==> config.mk <==
export PLATFORM = sky130hd
export DESIGN_NAME = rot_line_acc
export DESIGN_NICKNAME = d
export VERILOG_FILES = /design/src/rtl/rot_line_acc_pkg.sv /design/src/rtl/rot_line_fetch.sv /design/src/rtl/rot_field_dec.sv /design/src/rtl/rot_set_accum.sv /design/src/rtl/rot_line_acc.sv
export SDC_FILE = /design/constraint.sdc
export NUM_CORES = 2
export LEC_CHECK = 0
export ABC_AREA = 1
export BUFFER_PORTS_ARGS = -buffer_cell sky130_fd_sc_hd__buf_2
export CAP_MARGIN = 20
export CELL_PAD_IN_SITES_DETAIL_PLACEMENT = 1
export CELL_PAD_IN_SITES_GLOBAL_PLACEMENT = 1
export CORE_AREA = 8 8 619 621
export CTS_CLUSTER_DIAMETER = 60
export DETAILED_ROUTE_END_ITERATION = 7
export DIE_AREA = 0 0 627 629
export PLACE_DENSITY_LB_ADDON = 0.1
export SYNTH_ARGS = -nofsm -noshare
export SYNTH_HDL_FRONTEND = slang
export SYNTH_SLANG_ARGS = --single-unit
==> constraint.sdc <==
create_clock -name clk_i -period 3.7 [get_ports clk_i]
set_input_delay 0.185 -clock clk_i [delete_from_list [all_inputs] [get_ports clk_i]]
set_output_delay 0.185 -clock clk_i [all_outputs]
set_load 0.03 [all_outputs]
==> src/rtl/rot_line_acc_pkg.sv <==
package rot_line_acc_pkg;

   typedef enum logic [1:0] {
      FS_IDLE,
      FS_FETCH,
      FS_DRAIN,
      FS_COMMIT
   } fetch_state_e;

   // word offsets inside one parameter set
   localparam int unsigned WO_XST   = 0;
   localparam int unsigned WO_YST   = 2;
   localparam int unsigned WO_ZST   = 4;
   localparam int unsigned WO_DXST  = 6;
   localparam int unsigned WO_DYST  = 8;
   localparam int unsigned WO_DX    = 10;
   localparam int unsigned WO_DY    = 12;
   localparam int unsigned WO_MAT   = 14;
   localparam int unsigned WO_PIV   = 26;
   localparam int unsigned WO_CTR   = 30;
   localparam int unsigned WO_KAST  = 42;
   localparam int unsigned WO_DKAST = 44;
   localparam int unsigned MIN_SET_WORDS = 46;

   typedef struct packed {
      logic [31:0]      xst;
      logic [31:0]      yst;
      logic [31:0]      zst;
      logic [31:0]      dxst;
      logic [31:0]      dyst;
      logic [31:0]      dx;
      logic [31:0]      dy;
      logic [5:0][31:0] mat;
      logic [2:0][31:0] piv;
      logic [2:0][31:0] ctr;
      logic [31:0]      kast;
      logic [31:0]      dkast;
   } rot_fields_t;

endpackage

==> src/rtl/rot_line_fetch.sv <==
module rot_line_fetch
   import rot_line_acc_pkg::*;
#(
   parameter int unsigned ADDR_W     = 19,
   parameter int unsigned WRAP_W     = 18,
   parameter int unsigned NUM_SETS   = 2,
   parameter int unsigned SET_STRIDE = 64,
   parameter int unsigned SET_WORDS  = 46,
   localparam int unsigned TOTAL     = NUM_SETS * SET_WORDS,
   localparam int unsigned IDX_W     = $clog2(TOTAL),
   localparam int unsigned SET_W     = (NUM_SETS > 1) ? $clog2(NUM_SETS) : 1,
   localparam int unsigned WRD_W     = $clog2(SET_WORDS)
) (
   input  logic              clk_i,
   input  logic              rst_ni,
   input  logic              line_start_i,
   input  logic              go_i,
   input  logic [ADDR_W-1:0] base_i,
   output logic              mem_rd_o,
   output logic [WRAP_W-1:0] mem_addr_o,
   output logic              wr_en_o,
   output logic [IDX_W-1:0]  wr_idx_o,
   output logic              start_o,
   output logic              commit_o,
   output logic              busy_o
);

   fetch_state_e      state_q;
   logic [SET_W-1:0]  set_q;
   logic [WRD_W-1:0]  word_q;
   logic [IDX_W-1:0]  idx_q;
   logic [ADDR_W-1:0] base_q;
   logic              cap_vld_q;
   logic [IDX_W-1:0]  cap_idx_q;
   logic [ADDR_W-1:0] addr_sum;

   assign start_o  = (state_q == FS_IDLE) && line_start_i && go_i;
   assign busy_o   = (state_q != FS_IDLE);
   assign mem_rd_o = (state_q == FS_FETCH);
   assign commit_o = (state_q == FS_COMMIT);
   assign wr_en_o  = cap_vld_q;
   assign wr_idx_o = cap_idx_q;

   assign addr_sum   = base_q + ADDR_W'(set_q) * ADDR_W'(SET_STRIDE) + ADDR_W'(word_q);
   assign mem_addr_o = addr_sum[WRAP_W-1:0];

   always_ff @(posedge clk_i) begin
      if (!rst_ni) begin
         state_q   <= FS_IDLE;
         set_q     <= '0;
         word_q    <= '0;
         idx_q     <= '0;
         base_q    <= '0;
         cap_vld_q <= 1'b0;
         cap_idx_q <= '0;
      end else begin
         cap_vld_q <= (state_q == FS_FETCH);
         cap_idx_q <= idx_q;
         case (state_q)
            FS_IDLE: if (start_o) begin
               state_q <= FS_FETCH;
               set_q   <= '0;
               word_q  <= '0;
               idx_q   <= '0;
               base_q  <= base_i & ~ADDR_W'(1);
            end
            FS_FETCH: begin
               idx_q <= idx_q + 1'b1;
               if (word_q == WRD_W'(SET_WORDS - 1)) begin
                  word_q <= '0;
                  set_q  <= set_q + 1'b1;
               end else begin
                  word_q <= word_q + 1'b1;
               end
               if (idx_q == IDX_W'(TOTAL - 1)) state_q <= FS_DRAIN;
            end
            FS_DRAIN:  state_q <= FS_COMMIT;
            default:   state_q <= FS_IDLE;
         endcase
      end
   end


   addr_step_chk: assert property (@(posedge clk_i) disable iff (!rst_ni)
      (mem_rd_o && $past(mem_rd_o) && word_q != '0) |->
         mem_addr_o == WRAP_W'($past(mem_addr_o) + 1'b1));


   no_spurious_start_chk: assert property (@(posedge clk_i) disable iff (!rst_ni)
      (!busy_o && !(line_start_i && go_i)) |=> !busy_o);

endmodule

==> src/rtl/rot_field_dec.sv <==
module rot_field_dec
   import rot_line_acc_pkg::*;
#(
   parameter int unsigned SET_WORDS = 46
) (
   input  logic [SET_WORDS-1:0][15:0] words_i,
   output rot_fields_t                fields_o
);

   always_comb begin
      logic [31:0] p;
      fields_o = '0;
      p = {words_i[WO_XST], words_i[WO_XST+1]};
      fields_o.xst = {{9{p[28]}}, p[28:6]};
      p = {words_i[WO_YST], words_i[WO_YST+1]};
      fields_o.yst = {{9{p[28]}}, p[28:6]};
      p = {words_i[WO_ZST], words_i[WO_ZST+1]};
      fields_o.zst = {{9{p[28]}}, p[28:6]};
      p = {words_i[WO_DXST], words_i[WO_DXST+1]};
      fields_o.dxst = {{19{p[18]}}, p[18:6]};
      p = {words_i[WO_DYST], words_i[WO_DYST+1]};
      fields_o.dyst = {{19{p[18]}}, p[18:6]};
      p = {words_i[WO_DX], words_i[WO_DX+1]};
      fields_o.dx = {{19{p[18]}}, p[18:6]};
      p = {words_i[WO_DY], words_i[WO_DY+1]};
      fields_o.dy = {{19{p[18]}}, p[18:6]};
      for (int m = 0; m < 6; m++) begin
         p = {words_i[WO_MAT + 2*m], words_i[WO_MAT + 2*m + 1]};
         fields_o.mat[m] = {{18{p[19]}}, p[19:6]};
      end
      for (int i = 0; i < 3; i++) begin
         fields_o.piv[i] = {{18{words_i[WO_PIV+i][13]}}, words_i[WO_PIV+i][13:0]};
         fields_o.ctr[i] = {{18{words_i[WO_CTR+i][13]}}, words_i[WO_CTR+i][13:0]};
      end
      p = {words_i[WO_KAST], words_i[WO_KAST+1]};
      fields_o.kast = {6'd0, p[31:6]};
      p = {words_i[WO_DKAST], words_i[WO_DKAST+1]};
      fields_o.dkast = {{12{p[25]}}, p[25:6]};
   end

endmodule

==> src/rtl/rot_set_accum.sv <==
module rot_set_accum
   import rot_line_acc_pkg::*;
#(
   parameter int unsigned OFS_W    = 3,
   parameter int unsigned KA_SHIFT = 26
) (
   input  logic             clk_i,
   input  logic             rst_ni,
   input  logic             commit_i,
   input  logic [2:0]       ctl_i,
   input  logic [OFS_W-1:0] ofs_i,
   input  rot_fields_t      new_i,
   output logic [31:0]      acc_x_o,
   output logic [31:0]      acc_y_o,
   output logic [31:0]      acc_ka_o
);

   logic [31:0] ka_reload;
   assign ka_reload = (32'(ofs_i) << KA_SHIFT) + new_i.kast;

   always_ff @(posedge clk_i) begin
      if (!rst_ni) begin
         acc_x_o  <= '0;
         acc_y_o  <= '0;
         acc_ka_o <= '0;
      end else if (commit_i) begin
         acc_x_o  <= ctl_i[0] ? new_i.xst : acc_x_o  + new_i.dxst;
         acc_y_o  <= ctl_i[1] ? new_i.yst : acc_y_o  + new_i.dyst;
         acc_ka_o <= ctl_i[2] ? ka_reload : acc_ka_o + new_i.dkast;
      end
   end


   acc_hold_chk: assert property (@(posedge clk_i) disable iff (!rst_ni)
      !commit_i |=> ($stable(acc_x_o) && $stable(acc_y_o) && $stable(acc_ka_o)));

endmodule

==> src/rtl/rot_line_acc.sv <==
module rot_line_acc
   import rot_line_acc_pkg::*;
#(
   parameter int unsigned ADDR_W     = 19,
   parameter int unsigned WRAP_W     = 18,
   parameter int unsigned DATA_W     = 16,
   parameter int unsigned NUM_SETS   = 2,
   parameter int unsigned SET_STRIDE = 64,
   parameter int unsigned SET_WORDS  = 46,
   parameter int unsigned OFS_W      = 3,
   parameter int unsigned KA_SHIFT   = 26,
   localparam int unsigned TOTAL     = NUM_SETS * SET_WORDS,
   localparam int unsigned IDX_W     = $clog2(TOTAL),
   localparam int unsigned CTL_W     = 3
) (
   input  logic                              clk_i,
   input  logic                              rst_ni,
   input  logic [ADDR_W-1:0]                 tbl_base_i,
   input  logic                              ctl_wr_i,
   input  logic [NUM_SETS*CTL_W-1:0]         ctl_wdata_i,
   input  logic [NUM_SETS*OFS_W-1:0]         ka_ofs_i,
   input  logic [1:0]                        rot_en_i,
   input  logic                              blank_i,
   input  logic                              line_start_i,
   input  logic                              first_line_i,
   output logic                              mem_rd_o,
   output logic [WRAP_W-1:0]                 mem_addr_o,
   input  logic [DATA_W-1:0]                 mem_rdata_i,
   output logic                              busy_o,
   output logic                              done_o,
   output logic [NUM_SETS-1:0][2:0][31:0]    start_o,
   output logic [NUM_SETS-1:0][3:0][31:0]    delta_o,
   output logic [NUM_SETS-1:0][5:0][31:0]    mat_o,
   output logic [NUM_SETS-1:0][2:0][31:0]    pivot_o,
   output logic [NUM_SETS-1:0][2:0][31:0]    centre_o,
   output logic [NUM_SETS-1:0][31:0]         ka_start_o,
   output logic [NUM_SETS-1:0][31:0]         ka_delta_o,
   output logic [NUM_SETS-1:0][31:0]         acc_x_o,
   output logic [NUM_SETS-1:0][31:0]         acc_y_o,
   output logic [NUM_SETS-1:0][31:0]         acc_ka_o
);

   if (DATA_W != 16) begin : g_bad_data_w
      $error("rot_line_acc: DATA_W must be 16");
   end
   if (SET_WORDS < MIN_SET_WORDS || SET_WORDS > SET_STRIDE) begin : g_bad_words
      $error("rot_line_acc: SET_WORDS out of range");
   end
   if (WRAP_W > ADDR_W || OFS_W + KA_SHIFT > 32) begin : g_bad_widths
      $error("rot_line_acc: inconsistent widths");
   end

   logic                             start, commit, wr_en;
   logic [IDX_W-1:0]                 wr_idx;
   logic [TOTAL-1:0][DATA_W-1:0]     shadow_q;
   logic [NUM_SETS-1:0][CTL_W-1:0]   ctl_q;
   logic                             done_q;

   rot_line_fetch #(
      .ADDR_W(ADDR_W), .WRAP_W(WRAP_W), .NUM_SETS(NUM_SETS),
      .SET_STRIDE(SET_STRIDE), .SET_WORDS(SET_WORDS)
   ) fetch_i (
      .clk_i(clk_i), .rst_ni(rst_ni), .line_start_i(line_start_i),
      .go_i((|rot_en_i) && !blank_i), .base_i(tbl_base_i),
      .mem_rd_o(mem_rd_o), .mem_addr_o(mem_addr_o), .wr_en_o(wr_en),
      .wr_idx_o(wr_idx), .start_o(start), .commit_o(commit), .busy_o(busy_o)
   );

   always_ff @(posedge clk_i) begin
      if (!rst_ni) shadow_q <= '0;
      else if (wr_en) shadow_q[wr_idx] <= mem_rdata_i;
   end

   always_ff @(posedge clk_i) begin
      if (!rst_ni)                     ctl_q <= '0;
      else if (commit)                 ctl_q <= '0;
      else if (start && first_line_i)  ctl_q <= '1;
      else if (ctl_wr_i)               ctl_q <= ctl_wdata_i;
   end

   always_ff @(posedge clk_i) begin
      if (!rst_ni) done_q <= 1'b0;
      else         done_q <= commit;
   end
   assign done_o = done_q;

   for (genvar s = 0; s < NUM_SETS; s++) begin : g_set
      rot_fields_t fnew, fq;

      rot_field_dec #(.SET_WORDS(SET_WORDS)) dec_i (
         .words_i(shadow_q[s*SET_WORDS +: SET_WORDS]),
         .fields_o(fnew)
      );

      always_ff @(posedge clk_i) begin
         if (!rst_ni)     fq <= '0;
         else if (commit) fq <= fnew;
      end

      rot_set_accum #(.OFS_W(OFS_W), .KA_SHIFT(KA_SHIFT)) acc_i (
         .clk_i(clk_i), .rst_ni(rst_ni), .commit_i(commit), .ctl_i(ctl_q[s]),
         .ofs_i(ka_ofs_i[s*OFS_W +: OFS_W]), .new_i(fnew),
         .acc_x_o(acc_x_o[s]), .acc_y_o(acc_y_o[s]), .acc_ka_o(acc_ka_o[s])
      );

      assign start_o[s]    = {fq.zst, fq.yst, fq.xst};
      assign delta_o[s]    = {fq.dy, fq.dx, fq.dyst, fq.dxst};
      assign mat_o[s]      = fq.mat;
      assign pivot_o[s]    = fq.piv;
      assign centre_o[s]   = fq.ctr;
      assign ka_start_o[s] = fq.kast;
      assign ka_delta_o[s] = fq.dkast;
   end


   done_pulse_chk: assert property (@(posedge clk_i) disable iff (!rst_ni)
      done_o |=> !done_o);


   ctl_cleared_chk: assert property (@(posedge clk_i) disable iff (!rst_ni)
      done_o |-> ctl_q == '0);


   first_force_chk: assert property (@(posedge clk_i) disable iff (!rst_ni)
      ($rose(busy_o) && $past(first_line_i)) |-> (&ctl_q));

endmodule

Word-level counts from Yosys, hierarchy flattened
Cells that the tools add are included.
Widths: inputs -> output; s select.
{ "word_totals": {"reg_bits": 2382, "input_bits": 55, "out_inout_bits": 1557, "wordCells": 212} }
{ "op_classes": {"addsub": 13, "n_lt_le_gt_ge": 2, "eq_ne": 8, "muxes": 22, "n_bitwise": 1, "n_reduce_logical": 16} }
{ "ops": {"columns": ["cell", "n"], "rows": [
  ["$bwmux 1472", 1],
  ["$add 32x32->32", 6],
  ["$mux 32", 6],
  ["$demux 16 s7", 1],
  ["$add 29x26->30", 2],
  ["$mux 6", 4],
  ["$add 18x6->18", 1],
  ["$add 18x7->18", 1],
  ["$mux 16", 1],
  ["$pmux 7 s2", 1],
  ["$pmux 6 s2", 1],
  ["$lt 7x8->1 const B", 1],
  ["$add 7x1->7 const B", 1],
  ["$eq 7x7->1 const B", 1],
  ["$ge 7x1->1 const B", 1],
  ["$mux 7", 1],
  ["$add 6x1->6 const B", 1],
  ["$eq 6x6->1 const B", 1],
  ["$pmux 2 s3", 1],
  ["$reduce_and 2->1", 3],
  ["$reduce_bool 2->1", 3],
  ["$logic_and 1x1->1", 5],
  ["$eq 2x2->1 const B", 2],
  ["$mux 2", 2],
  ["other kinds (11)", 14]
]} }

Logic depth before layout (Yosys ltp)
{ "logic_depth": {"ltp_word": 5, "ltp_mapped": 14, "mapped_depth_nobuf": 14} }

By module
From an unflattened synthesis, not the netlist that was laid out.
{ "hier_totals": {"hier_cells": 17135, "area_unflattened_um2": 133202.8} }
{ "by_module_without_submodules": {"columns": ["module", "n_inst", "cells_per_inst", "area_per_inst_um2", "seq_area_each_um2"], "rows": [
  ["rot_line_acc", 1, 11269, 97970.2, 56514.2],
  ["rot_set_accum (g_set[0].acc_i)", 1, 2095, 11479.8, 1921.8],
  ["rot_set_accum (g_set[1].acc_i)", 1, 2084, 11367.2, 1921.8],
  ["rot_field_dec", 2, 673, 5048.6, 0.0],
  ["rot_line_fetch", 1, 341, 2288.4, 820.8]
]} }

Worst setup path after synthesis
OpenSTA, ideal clock, no wires.
{ "synth_timing": {"path_kind": "register to output", "startpoint": "register fetch_i.word_q[1]", "endpoint": "output port mem_addr_o[15]", "t_arrival_ns": 2.036, "t_required_ns": 3.515, "setup_slack_ns": 1.479, "stages_incl_launch_ff": 12, "n_path_buf": 0, "path_cell_list": "dfxtp_1 ha_1 fa_1 nand2_1 nand3_1 o21ai_0 o21ai_0 nand2_1 nand2_1 nand2_1 nor3_1 xor2_1"} }
{ "synth_via": {"elab_chain_cells": 1} }
{ "synth_lines": {"columns": ["item", "line", "source"], "rows": [
  ["start, declared", "rot_line_fetch.sv:30", "logic [WRD_W-1:0] word_q;"],
  ["start signal, assigned", "rot_line_fetch.sv:73", "word_q <= word_q + 1'b1;"],
  ["$add 18x6->18", "rot_line_fetch.sv:44", "assign addr_sum = base_q + ADDR_W'(set_q) * ADDR_W'(SET_STRIDE) + ADDR_W'(word_q);"],
  ["end, declared", "rot_line_acc.sv:27", "output logic [WRAP_W-1:0] mem_addr_o,"]
]} }
No other way between the ends.

Worst setup path in the final report
{ "layout_timing": {"startpoint": "register fetch_i.word_q[1]", "endpoint": "output port mem_addr_o[17]"} }
The elaborated chain is that of the path after synthesis.

==> results.py <==
metrics = {
    "synthesis": {
        "synth_area_leader_cell": "dfxtp_1",
        "synth_mux_area_frac": 0,
        "synth_top_family_by_area": "simple AND/OR/NAND/NOR gates",
        "synth-edff-count": 0,
        "syn-cell-area_um2": 72400,
        "synth_xor_area_frac": 0.0130,
        "synth_compound_area_frac": 0.174,
        "synth_flop_cell": "dfxtp_1",
        "synth-seq-cells": 1580,
        "syn_inst": 9863,
        "yosysUniqueCellTypes": 39,
        "synth_area_leaders": "dfxtp_1 (44%), nand2_1 (11%), o21ai_0 (9.0%)",
        "synth.top_cell.area_share": 0.437,
        "yosysSeqAreaShare": 0.437,
        "synthSimpleGateAreaFrac": 0.180,
        "ys_async_sr_fraction": 0,
        "ys.warnings.count": 0,
        "syn_area_per_cell_um2": 7.34,
        "synth-adder-area-share": 0.0365,
    },
    "worst_setup_path": {
        "cp.required_ps": 3510,
        "critPathMaxFanout": 5,
        "timing.rr.start": "fetch_i.state_q[0]",
        "reg2regPathDepth": 9,
        "crit_top_cell": "nand2_1",
        "cp-end-kind": "primary output",
        "cp_slowest_cell": "dfxtp_1",
        "crit_family": "compound AO/OA/AOI/OAI gates",
        "crit_start": "fetch_i.word_q[1]",
        "critical_path_arrival_ps": 3160,
        "crit_type": "flop to primary output",
        "r2r_end": "ctl_q[1]",
        "cpPeakStageDelay_ps": 400,
        "reg2reg_slack_ps": 750,
        "critPathLaunchType": "flop",
        "critPathBufInv": 1,
        "crit_chain": "ha_1 > fa_1 > nand2_1 > nand3_1 > o21ai_0 > o21ai_0 > nand2_1 > a21oi_1 > nand2_1 > xnor2_1 > buf_2",
    },
    "global_route": {
        "grt_pass1_wl_mm": 532,
        "grt_max_degree": 185,
        "grt_pass1_vias": 69000,
        "grt_use_total": 0.184,
        "grt-ovfl-total": 0,
        "antenna_found_initial": 43,
    },
    "timing": {
        "setup_slack_ps": 352,
        "report.final.slew_viol_count": 0,
        "fin_hold_ws_ps": 129,
        "tns_ps": 0,
        "fmax_ghz": 0.299,
        "fin_crit_sh": 0.905,
        "setup_viol": 0,
        "slew_headroom": 0.235,
        "worst_pin_slew_ps": 1150,
        "hold_violations": 0,
        "worst_clock_skew_ps": 45.6,
        "grt_setup_unrepaired": "no",
        "fin_crit_ps": 3350,
    },
    "power_and_ir_drop": {
        "p_per_area_nw_per_um2": 482,
        "power_uw": 43100,
        "peakVddDrop_mv": 0.362,
        "p_leak_uw": 0.0427,
    },
    "hold_path": {
        "hp-class": "primary input to flop",
        "whs_path_depth": 4,
        "min_to": "fetch_i.base_q[10]",
        "hp-start": "tbl_base_i[10]",
    },
    "clock_network": {
        "numCtsBuffers": 229,
        "cts_tree": "done",
        "cts_sinks": 1580,
        "path_clk_slew_ps": 60,
        "htree_levels": 4,
        "clk_path_buf_depth": 4,
        "cts_setup_buffers": 0,
        "cts_resized": 0,
        "cts-root-buf": "clkbuf_16",
        "clk_latency_ps": 900,
    },
    "routing": {
        "dr.pass1.iters": 5,
        "viasPerCell": 4.19,
        "drc": 0,
        "drtIter0Drc": 3324,
        "wl_per_cell_um": 23.8,
        "vias": 66800,
        "wl_mm": 380,
        "antenna_left": 0,
    },
    "cells_and_area": {
        "multiInputGateArea_um2": 29300,
        "area_growth_pct": 23.6,
        "drive_gt1_frac": 0.200,
        "layout.cells.non_filler": 15900,
        "nets": 11000,
        "seqCellArea_um2": 31600,
        "nFillCells": 45400,
    },
    "place": {
        "dp_slack_ps": 843,
        "post-dp-hpwl_mm": 281,
        "dp.cells": 15400,
        "routabilityCongestion": 0.831,
        "port_buffers": 1597,
    },
    "floorplanning": {
        "start_util": 0.194,
        "fp.dieH_um": 629,
        "num_io_pins": 1612,
        "core-area_um2": 374000,
        "die-area_um2": 394000,
        "die_w_um": 627,
        "rows": 225,
    },
    "status": {
        "status": "finished clean",
    },
    "flow_run": {
        "maxCapViolations": 0,
    },
}
Yosys cell counts (30+ instances only):
master and count:
nand2_1 2129, dfxtp_1 1580, o21ai_0 1303, inv_1 1126, a21oi_1 770, nor2_1 760
buf_4 677, clkbuf_1 294, nand3_1 286, ha_1 200, a22o_1 177, buf_2 99
xor2_1 99, o21ai_1 76, inv_2 54, buf_1 35, nor2_2 30
power breakdown:
| part | internal [uW] | total, uW | switching, uW |
|---|---|---|---|
| logic | 645 | 2980 | 2340 |
| registers | 17200 | 17300 | 147 |
| clock network | 13800 | 22800 | 9000 |
stage by stage:
stage | instance area, um2 | utilization
floorplan | 72400 | -
global placement | 80800 | 0.216
detailed placement | 80800 | 0.216
CTS | 89400 | 0.239
global route | 89400 | 0.239
finish | 89400 | 0.239
cells by family (layout without fill, tap and decap cells):
family                   Yosys count  after routing
flip-flops                      1580           1580
buffers and inverters           2311           3372
AO/OA/AOI/OAI                   2368           2368
adder cells (fa/ha/maj)          207            207
AND/OR/NAND/NOR                 3289           3289
XOR/XNOR                         107            107
other                              1             29
layout make-up:
type	instances	share of cell area
diodes	17	0.000476
clock buffers	308	0.0730
inverters	1182	0.0497
well taps	4994	0.0699
clock inverters	110	0.0149
multi-input cells	5983	0.327
repair buffers	1772	0.111
flip-flops and latches	1580	0.354
worst max-delay path by stage:
| stage | end | slack [ps] | cells past startpoint |
|---|---|---|---|
| after floorplan | mem_addr_o[15] | 1480 | 11 |
| after global placement | shadow_q[10] | 840 | 9 |
| after detailed placement | shadow_q[10] | 840 | 9 |
| after CTS | mem_addr_o[15] | 190 | 12 |
| after global routing | mem_addr_o[15] | 30 | 12 |
| final | mem_addr_o[17] | 350 | 11 |
layer usage:
metal | share of wire | wire length, um | global-route usage | vias to the layer above
met1 | 0.44 | 168000 | 0.236 | 32200
li1 | - | - | - | 32700
met3 | 0.060 | 22900 | 0.0361 | 349
met5 | 0.000034 | 13 | 0 | -
met2 | 0.48 | 181000 | 0.318 | 1505
met4 | 0.022 | 8360 | 0.0380 | 2
flip-flops by register name, summed over array words and instances (netlist names), 84 cells and up:
signal	count
centre_o	84
pivot_o	84
mat_o	168
start_o	138
delta_o	104
shadow_q	670
cells in the final DEF, fill, tap and decap left out, types with 31 or more instances in the layout:
master,n
a21oi_1,770
a22o_1,177
buf_2,1580
buf_4,92
clkbuf_1,33
clkbuf_16,233
clkbuf_8,42
clkinv_2,31
dfxtp_1,1579
dlygate4sd3_1,67
ha_1,200
inv_1,1125
inv_2,54
nand2_1,2128
nand3_1,286
nor2_1,760
o21ai_0,1303
o21ai_1,76
xor2_1,99
tightest hold or removal path: stages:
cell           delay, ps
dlygate4sd3_1        520
buf_2                100
o21ai_0               80
nor2_1               100
what timing repair did:
action,4_1_cts,5_1_grt
hold buffers,67,0
endpoints found under the hold margin,271,0
setup endpoints to repair,0,0
No activity file was read; power rests on OpenSTA's default activity.
